--- src/rtl/seq_pkg.sv ---
package seq_pkg;

  localparam int INSTR_W = 32;

  localparam logic [3:0] KIND_CTRL = 4'h1;

  localparam logic [3:0] COND_ALWAYS  = 4'h0;
  localparam logic [3:0] COND_NONZERO = 4'h1;
  localparam logic [3:0] COND_ZERO    = 4'h2;
  localparam logic [3:0] COND_STORE   = 4'h3;

  localparam logic [2:0] SRC_LIT  = 3'd0;
  localparam logic [2:0] SRC_DISP = 3'd1;
  localparam logic [2:0] SRC_RET  = 3'd2;

  typedef struct packed {
    logic [3:0]  kind;
    logic [2:0]  spare_hi;
    logic        call;
    logic        spare_lo;
    logic [2:0]  src;
    logic [3:0]  cond;
    logic [15:0] lit;
  } uinstr_t;

endpackage

--- src/rtl/seq_rst_sync.sv ---
module seq_rst_sync #(
  parameter int STAGES = 2
) (
  input  logic clk,
  input  logic arst_n,
  output logic srst_n
);

  logic [STAGES-1:0] sync_q;

  always_ff @(posedge clk or negedge arst_n) begin
    if (!arst_n) sync_q <= '0;
    else         sync_q <= {sync_q[STAGES-2:0], 1'b1};
  end

  assign srst_n = sync_q[STAGES-1];

endmodule

--- src/rtl/seq_branch_eval.sv ---
module seq_branch_eval
  import seq_pkg::*;
#(
  parameter int RW = 16
) (
  input  logic [3:0]    kind,
  input  logic [3:0]    cond,
  input  logic [RW-1:0] last_result,
  input  logic          wr_rd_n,
  output logic          jump_taken,
  output logic          store_strobe,
  output logic          result_load
);

  logic is_ctrl;
  logic cond_met;

  assign is_ctrl = (kind == KIND_CTRL);

  always_comb begin
    unique case (cond)
      COND_ALWAYS:  cond_met = 1'b1;
      COND_NONZERO: cond_met = (last_result != '0);
      COND_ZERO:    cond_met = (last_result == '0);
      default:      cond_met = 1'b0;
    endcase
  end

  assign jump_taken   = is_ctrl && cond_met;
  assign store_strobe = is_ctrl && (cond == COND_STORE) && !wr_rd_n;
  assign result_load  = (kind > KIND_CTRL);

endmodule

--- src/rtl/seq_ret_stack.sv ---
module seq_ret_stack #(
  parameter int AW    = 11,
  parameter int DEPTH = 3
) (
  input  logic          clk,
  input  logic          rst_n,
  input  logic          push,
  input  logic          pop,
  input  logic [AW-1:0] push_addr,
  output logic [AW-1:0] ret_addr
);

  logic [DEPTH-1:0][AW-1:0] lvl_q;
  logic [DEPTH-1:0][AW-1:0] lvl_pushed;
  logic [DEPTH-1:0][AW-1:0] lvl_d;
  logic                     lvl_en;

  genvar g;
  generate
    for (g = 0; g < DEPTH; g++) begin : g_lvl
      if (g == 0) begin : g_top
        assign lvl_pushed[g] = push ? push_addr : lvl_q[g];
      end else begin : g_deep
        assign lvl_pushed[g] = push ? lvl_q[g-1] : lvl_q[g];
      end

      if (g == DEPTH-1) begin : g_last
        assign lvl_d[g] = pop ? '0 : lvl_pushed[g];
      end else begin : g_mid
        assign lvl_d[g] = pop ? lvl_pushed[g+1] : lvl_pushed[g];
      end
    end
  endgenerate

  assign lvl_en   = push | pop;
  assign ret_addr = lvl_pushed[0];

  always_ff @(posedge clk or negedge rst_n) begin
    if (!rst_n)      lvl_q <= '0;
    else if (lvl_en) lvl_q <= lvl_d;
  end

endmodule

--- src/rtl/seq_target_mux.sv ---
module seq_target_mux
  import seq_pkg::*;
#(
  parameter int AW = 11,
  parameter int DW = 8
) (
  input  logic [2:0]    src,
  input  logic [AW-1:0] lit,
  input  logic [DW-1:0] data_in,
  input  logic [AW-1:0] ret_addr,
  input  logic [AW-1:0] cur_addr,
  output logic [AW-1:0] target
);

  always_comb begin
    unique case (src)
      SRC_LIT:  target = lit;
      SRC_DISP: target = AW'(data_in);
      SRC_RET:  target = ret_addr + AW'(1);
      default:  target = cur_addr;
    endcase
  end

endmodule

--- src/rtl/micro_seq.sv ---
module micro_seq
  import seq_pkg::*;
#(
  parameter int            AW         = 11,
  parameter int            DW         = 8,
  parameter int            RW         = 16,
  parameter int            DEPTH      = 3,
  parameter logic [AW-1:0] RESET_ADDR = 11'h7D0
) (
  input  logic               clk,
  input  logic               rst_n,
  input  logic [INSTR_W-1:0] uinstr,
  input  logic [RW-1:0]      alu_result,
  input  logic [DW-1:0]      data_in,
  input  logic               wr_rd_n,
  output logic [AW-1:0]      uaddr,
  output logic               mem_wr
);

  localparam int LIT_W = 16;

  uinstr_t       ins;
  logic          rst_sync_n;
  logic          jump_taken;
  logic          result_load;
  logic          stk_push;
  logic          stk_pop;
  logic [AW-1:0] ret_addr;
  logic [AW-1:0] target;
  logic [AW-1:0] uaddr_q;
  logic [AW-1:0] uaddr_d;
  logic [RW-1:0] last_q;
  logic [RW-1:0] last_d;
  logic          unused_bits;

  assign ins         = uinstr_t'(uinstr);
  assign unused_bits = ^{ins.spare_hi, ins.spare_lo, ins.lit[LIT_W-1:AW]};

  seq_rst_sync #(.STAGES(2)) u_rst (
    .clk    (clk),
    .arst_n (rst_n),
    .srst_n (rst_sync_n)
  );

  seq_branch_eval #(.RW(RW)) u_eval (
    .kind         (ins.kind),
    .cond         (ins.cond),
    .last_result  (last_q),
    .wr_rd_n      (wr_rd_n),
    .jump_taken   (jump_taken),
    .store_strobe (mem_wr),
    .result_load  (result_load)
  );

  assign stk_push = jump_taken && ins.call;
  assign stk_pop  = jump_taken && (ins.src == SRC_RET);

  seq_ret_stack #(.AW(AW), .DEPTH(DEPTH)) u_stack (
    .clk       (clk),
    .rst_n     (rst_sync_n),
    .push      (stk_push),
    .pop       (stk_pop),
    .push_addr (uaddr_q),
    .ret_addr  (ret_addr)
  );

  seq_target_mux #(.AW(AW), .DW(DW)) u_tgt (
    .src      (ins.src),
    .lit      (ins.lit[AW-1:0]),
    .data_in  (data_in),
    .ret_addr (ret_addr),
    .cur_addr (uaddr_q),
    .target   (target)
  );

  // next state
  always_comb begin
    uaddr_d = jump_taken ? target : (uaddr_q + AW'(1));
    last_d  = alu_result;
  end

  // registers
  always_ff @(posedge clk or negedge rst_sync_n) begin
    if (!rst_sync_n) uaddr_q <= RESET_ADDR;
    else             uaddr_q <= uaddr_d;
  end

  always_ff @(posedge clk or negedge rst_sync_n) begin
    if (!rst_sync_n)       last_q <= '0;
    else if (result_load)  last_q <= last_d;
  end

  assign uaddr = uaddr_q;

endmodule

--- config.mk ---
export PLATFORM = sky130hd
export DESIGN_NAME = micro_seq
export DESIGN_NICKNAME = d
export VERILOG_FILES = /design/src/rtl/seq_pkg.sv /design/src/rtl/seq_rst_sync.sv /design/src/rtl/seq_branch_eval.sv /design/src/rtl/seq_ret_stack.sv /design/src/rtl/seq_target_mux.sv /design/src/rtl/micro_seq.sv
export SDC_FILE = /design/constraint.sdc
export NUM_CORES = 1
export LEC_CHECK = 0
export ABC_AREA = 0
export BUFFER_PORTS_ARGS = -buffer_cell sky130_fd_sc_hd__buf_2
export CORE_ASPECT_RATIO = 1.2
export CORE_UTILIZATION = 60
export DETAILED_ROUTE_END_ITERATION = 7
export HOLD_SLACK_MARGIN = 0.06
export PLACE_DENSITY_LB_ADDON = 0.25
export SLEW_MARGIN = 20
export SYNTH_ARGS = -nofsm -noshare
export SYNTH_HDL_FRONTEND = slang
export SYNTH_SLANG_ARGS = --single-unit
--- constraint.sdc ---
create_clock -name clk -period 5.65 [get_ports clk]
set_input_delay 1.13 -clock clk [delete_from_list [all_inputs] [get_ports clk]]
set_output_delay 1.13 -clock clk [all_outputs]
set_load 0.02 [all_outputs]
== Word level (Yosys, flattened, before mapping) ==
Cells that the tools add are included.

* Logic and storage cells: 36
* Output and inout port bits: 12
* Input bits: 59
* Register bits after elaboration: 62

* Magnitude comparators: 1
* Reductions and logical operators: 10
* Equality and inequality tests: 7
* Bitwise operators: 1
* $add $sub $neg: 2
* Multiplexer cells: 9

{| class="wikitable"
|+ Operators with widths
! cell !! count
|-
| $mux 11 || 7
|-
| $pmux 11 s3 || 1
|-
| $add 11x1->11 const B || 2
|-
| $logic_not 16->1 || 1
|-
| $reduce_bool 16->1 || 1
|-
| $eq 4x1->1 const B || 2
|-
| $eq 4x2->1 const B || 2
|-
| $logic_and 1x1->1 || 5
|-
| $gt 4x1->1 const B || 1
|-
| $logic_not 4->1 || 1
|-
| $ne 4x1->1 const B || 1
|-
| $eq 3x1->1 const B || 1
|-
| $eq 3x2->1 const B || 1
|-
| $logic_not 3->1 || 1
|-
| $pmux 1 s3 || 1
|-
| $logic_not 1->1 || 1
|-
| $or 1x1->1 || 1
|}

== Longest topological paths before layout ==
* Depth after elaboration: 8
* Mapped depth: 16
* Depth with buffers taken out: 12

== Cells and area by module ==
A second synthesis with hierarchy kept.

* Cell total of the unflattened synthesis: 335
* Area, all modules: 3716.1 um^2

{| class="wikitable"
|+ Modules (own cells, without submodules)
! module !! sequential area each (um^2) !! area each (um^2) !! cells an instance !! instances
|-
| seq_ret_stack || 825.8 || 1783.0 || 133 || 1
|-
| micro_seq || 683.2 || 1201.2 || 96 || 1
|-
| seq_target_mux || 0.0 || 558.0 || 89 || 1
|-
| seq_branch_eval || 0.0 || 120.1 || 14 || 1
|-
| seq_rst_sync || 50.0 || 53.8 || 3 || 1
|}

== Worst setup path before layout ==
OpenSTA, ideal clock, no wires.

* Path type: input port to flip-flop
* Start: input port uinstr[29]
* End: register uaddr_q[8], in the netlist uaddr[8]
* Slack: 1.851 ns
* Arrival time: 3.710 ns
* Stages on the path: 15
* Setup time: 0.089 ns
* Required time: 5.561 ns
* Path buffers: 4
* Cells stage by stage: or3_1 -> buf_2 -> clkbuf_1 -> nor4_1 -> mux2_4 -> buf_2 -> nand2_1 -> nand2_1 -> ha_1 -> clkbuf_1 -> nand4_1 -> xor2_1 -> mux2i_1 -> a221oi_1 -> a211oi_1

* Word-level cells in the longest chain between the ends: 7
* Elaborated cells on any way between the ends: 8
* Classes of those cells: add/sub: 1; eq/ne: 2; mux: 3; reduce/logical: 2

{| class="wikitable"
|+ Ends and longest elaborated chain
! item !! line !! RTL
|-
| start, declared || micro_seq.sv:12 || <nowiki>input logic [INSTR_W-1:0] uinstr,</nowiki>
|-
| $eq 4x1->1 * || seq_branch_eval.sv:18 || <nowiki>assign is_ctrl = (kind == KIND_CTRL);</nowiki>
|-
| $logic_and 1x1->1 * || seq_branch_eval.sv:29 || <nowiki>assign jump_taken = is_ctrl && cond_met;</nowiki>
|-
| $logic_and 1x1->1 || micro_seq.sv:55 || <nowiki>assign stk_push = jump_taken && ins.call;</nowiki>
|-
| $mux 11 || seq_ret_stack.sv:22 || <nowiki>assign lvl_pushed[g] = push ? push_addr : lvl_q[g];</nowiki>
|-
| $add 11x1->11 || seq_target_mux.sv:19 || <nowiki>SRC_RET: target = ret_addr + AW'(1);</nowiki>
|-
| $pmux 11 s3 || seq_target_mux.sv:16 || <nowiki>unique case (src)</nowiki>
|-
| $mux 11 || micro_seq.sv:78 || <nowiki>uaddr_d = jump_taken ? target : (uaddr_q + AW'(1));</nowiki>
|-
| end signal, assigned || micro_seq.sv:85 || <nowiki>else uaddr_q <= uaddr_d;</nowiki>
|-
| end, declared || micro_seq.sv:30 || <nowiki>logic [AW-1:0] uaddr_q;</nowiki>
|}

Mark *: on every way between the ends. The rest lies on a longest branch, timed or not.
A chain may end at the register's enable or synchronous reset.

== Worst setup path in the final report ==
* Start: input port uinstr[19]
* End: register uaddr_q[4], in the netlist uaddr[4]

* Word-level cells in the longest chain between the ends: 8
* Elaborated cells on any way between the ends: 11
* Classes of those cells: add/sub: 1; eq/ne: 3; mux: 4; reduce/logical: 3

{| class="wikitable"
|+ Ends and longest elaborated chain
! item !! line !! RTL
|-
| $eq 4x2->1 (tied with other cells) || seq_branch_eval.sv:21 || <nowiki>unique case (cond)</nowiki>
|-
| $pmux 1 s3 * || seq_branch_eval.sv:21 ||
|-
| $logic_and 1x1->1 * || seq_branch_eval.sv:29 ||
|-
| $logic_and 1x1->1 || micro_seq.sv:55 ||
|-
| $mux 11 || seq_ret_stack.sv:22 ||
|-
| $add 11x1->11 || seq_target_mux.sv:19 ||
|-
| $pmux 11 s3 || seq_target_mux.sv:16 ||
|-
| $mux 11 || micro_seq.sv:78 ||
|}

Marks and branches as above.

==> impl_metrics.sql <==
INSERT INTO impl_metrics (metric_group, metric, value, unit) VALUES
('run_status', 'status', 'finished, final reports clean', ''),
('logic_synthesis', 'yosysWarnings', '0', ''),
('timing', 'post-route-worst-setup-slack', '1.63', 'ns'),
('worst_setup_path', 'slowest_stage', 'or4b_4', ''),
('worst_setup_path', 'setup.reg_to_reg.worst_slack', '1.72', 'ns'),
('finish', 'area.sequential', '0.00156', 'mm2'),
('clock_tree', 'cts.clk_slew.worst_paths', '0.07', 'ns'),
('clock_tree', 'clock_latency', '0.34', 'ns'),
('timing', 'skew', '0.0157', 'ns'),
('finish', 'layout.nets', '527', ''),
('timing', 'grt_setup_unrepaired', 'no', ''),
('timing', 'timing.final.setup_violations', '0', ''),
('logic_synthesis', 'share_of_the_yosys_chip_area_belonging_to_registers', '41.4', '%'),
('clock_tree', 'cts.sink_count', '62', ''),
('finish', 'most-common-layout-cells', '104 x nand2_1, 61 x buf_2, 55 x dfrtp_1', ''),
('logic_synthesis', 'netlist-cell-type-count', '67', ''),
('timing', 'max_freq', '249', 'MHz'),
('global_route', 'maximum_number_of_pins_on_one_net_before_global_route_repair', '61', ''),
('worst_setup_path', 'path_delay_family', 'simple AND/OR/NAND/NOR gates', ''),
('power_and_ir_drop', 'vdd.ir_drop.worst', '0.255', 'mV'),
('clock_tree', 'clock_path_buffers', '2', ''),
('worst_setup_path', 'bufs_and_invs_on_worst_path', '2', ''),
('worst_setup_path', 'rr_worst_depth', '13', ''),
('worst_setup_path', 'worst_setup_path_start_kind', 'input pin', ''),
('worst_setup_path', 'worst_path_cell_chain', 'buf_2 > or4b_4 > nor2_2 > mux2i_2 > buf_4 > nand2_1 > nand2_1 > ha_1 > nand3_1 > and3b_1 > or4_4 > xnor2_1 > o21a_1', ''),
('min_path', 'timing.hold.worst.class', 'reg2reg', ''),
('floorplanning', 'initial_utilization', '62.3', '%'),
('timing', 'min_period', '4.02', 'ns'),
('job', 'number_of_max_cap_violations', '0', ''),
('power_and_ir_drop', 'netSwitchingFraction', '34.1', '%'),
('global_route', 'first_global_vias', '2887', ''),
('finish', 'fillCellCount', '482', ''),
('power_and_ir_drop', 'power.density_cell_area', '331', 'mW/mm2'),
('logic_synthesis', 'synth.ff_latch_count', '62', ''),
('finish', 'multiInputGateArea', '0.00205', 'mm2'),
('logic_synthesis', 'post_synth.cell_area_avg', '9.03', 'um2'),
('placed_design', 'globalplace.congestion', '0.809', ''),
('floorplanning', 'chip_height', '88.8', 'um'),
('floorplanning', 'core.rowCount', '31', ''),
('worst_setup_path', 'max_stage_delay', '0.58', 'ns'),
('worst_setup_path', 'crit_path_max_fanout', '13', ''),
('floorplanning', 'number_of_i_o_pins', '71', ''),
('power_and_ir_drop', 'clockPowerShare', '29.9', '%'),
('timing', 'worst-slew-pin-transition', '1.07', 'ns'),
('placed_design', 'place.port_buffers', '61', ''),
('worst_setup_path', 'critical_path.reg2reg.endpoint', 'uaddr[10]', ''),
('clock_tree', 'cts_root_buf', 'clkbuf_8', ''),
('timing', 'min_period_over_period', '71.1', '%'),
('drt', 'remaining_number_of_nets_flagged_by_the_antenna_check_after_routing', '0', ''),
('power_and_ir_drop', 'p_sw', '0.483', 'mW'),
('logic_synthesis', 'synth_enable_flop_cells', '0', ''),
('drt', 'drc_errors', '0', ''),
('drt', 'routed_wirelength', '8570', 'um'),
('global_route', 'grt_first_pass_wirelength', '13800', 'um'),
('finish', 'area_growth', '13.7', '%'),
('worst_setup_path', 'worst_ep_arrival_time', '4.29', 'ns'),
('drt', 'wl_per_cell', '15.5', 'um'),
('clock_tree', 'cts_made_buffers', '9', ''),
('power_and_ir_drop', 'power.leakage', '1.89', 'nW'),
('finish', 'antenna_cells_inserted', '0', ''),
('finish', 'layout-drive-gt1-share', '23.1', '%'),
('placed_design', 'pre_cts_slack', '1.30', 'ns'),
('timing', 'final.setup.tns', '0', 'ns'),
('clock_tree', 'cts.htree.levels', '3', ''),
('worst_setup_path', 'timing.setup.critical_path_class', 'in2reg', ''),
('worst_setup_path', 'worst_setup_path_end_kind', 'register', ''),
('worst_setup_path', 'worst_path_most_repeated_cell', 'nand2_1', ''),
('power_and_ir_drop', 'p_comb_share', '22.6', '%'),
('timing', 'final-hold-violation-count', '0', ''),
('min_path', 'hold-path-endpoint', 'u_rst.sync_q[1]', ''),
('global_route', 'final_global_route_overflow_total', '0', '');
cell type report:
cell class | count | area share (%)
inverters | 3 | 0.263
repair buffers | 66 | 8.01
clock inverters | 6 | 2.02
well taps | 82 | 2.40
clock buffers | 10 | 2.98
multi-input cells | 324 | 47.9
flip-flops and latches | 62 | 36.4
power by group through the flow:
stage | combinational, mW | sequential, mW | clock [mW]
after CTS | 0.322 | 0.670 | 0.431
final | 0.320 | 0.674 | 0.423
after global placement | 0.312 | 0.671 | 0
after floorplan | 0.222 | 0.660 | 0
after detailed placement | 0.321 | 0.677 | 0
after global routing | 0.357 | 0.690 | 0.448
registers in the layout (all words and copies together), names as in the netlist:
register / cells
last_q: 16
u_stack.lvl_q: 33
uaddr: 11
u_rst.sync_q: 2
synth_stat cells (all sizes together), types with 4 or more instances:
cell type / count / area [um2]
nand2: 105 / 397
dfrtp: 56 / 1400
o221a: 22 / 248
or2: 22 / 138
nor2: 19 / 83.8
a21oi: 18 / 90.1
buf: 14 / 93.8
clkbuf: 14 / 52.6
o21ai: 14 / 70.1
nand3: 13 / 65.1
nor3: 10 / 55.1
nor4: 10 / 96.4
xor2: 9 / 78.8
mux2i: 8 / 83.8
nand4: 8 / 56.3
xnor2: 7 / 68.8
dfstp: 6 / 158
mux2: 5 / 63.8
o211ai: 5 / 37.5
nor4b: 4 / 35.0
kinds of logic (layout without fill, tap and decap cells):
logic type	count (synthesis)	in the layout	share of synthesized area, %
simple gates	212	212	29.1
xor+xnor	16	16	3.92
buf+inv	31	85	4.18
compound gates	80	80	16.8
flops	62	62	41.4
other cells	1	1	0.0995
mux	13	13	3.92
fa+ha+maj	2	2	0.664
layer usage:
metal	routed length, um	vias up	GRT usage (%)
li1	-	1596	-
met1	3680	1551	35.8
met2	4350	95	47.9
met3	354	14	3.08
met4	183	0	11.1
met5	0	-	0
how the worst max path moves through the flow:
stage                           from  endpoint  slack (ns)  depth (start not counted)
after global placement    uinstr[19]  uaddr[4]        1.36                         13
final                     uinstr[19]  uaddr[4]        1.63                         13
after detailed placement  uinstr[19]  uaddr[4]        1.30                         13
after global routing      last_q[14]  uaddr[8]        1.43                         13
after floorplan           uinstr[29]  uaddr[8]        1.85                         15
after CTS                 uinstr[19]  uaddr[4]        1.65                         13
through the flow:
step	instances	utilization (%)	hold WS, ns	cell area [um2]	power, mW
finish	553	70.8	0.363	4280	1.42
global route	553	70.8	0.367	4280	1.49
CTS	553	70.8	0.366	4280	1.42
detailed placement	537	67.2	0.351	4070	0.997
global placement	537	67.2	0.338	4070	0.983
floorplan	417	-	0.331	3770	0.882
No activity file was read; power rests on OpenSTA's default activity.
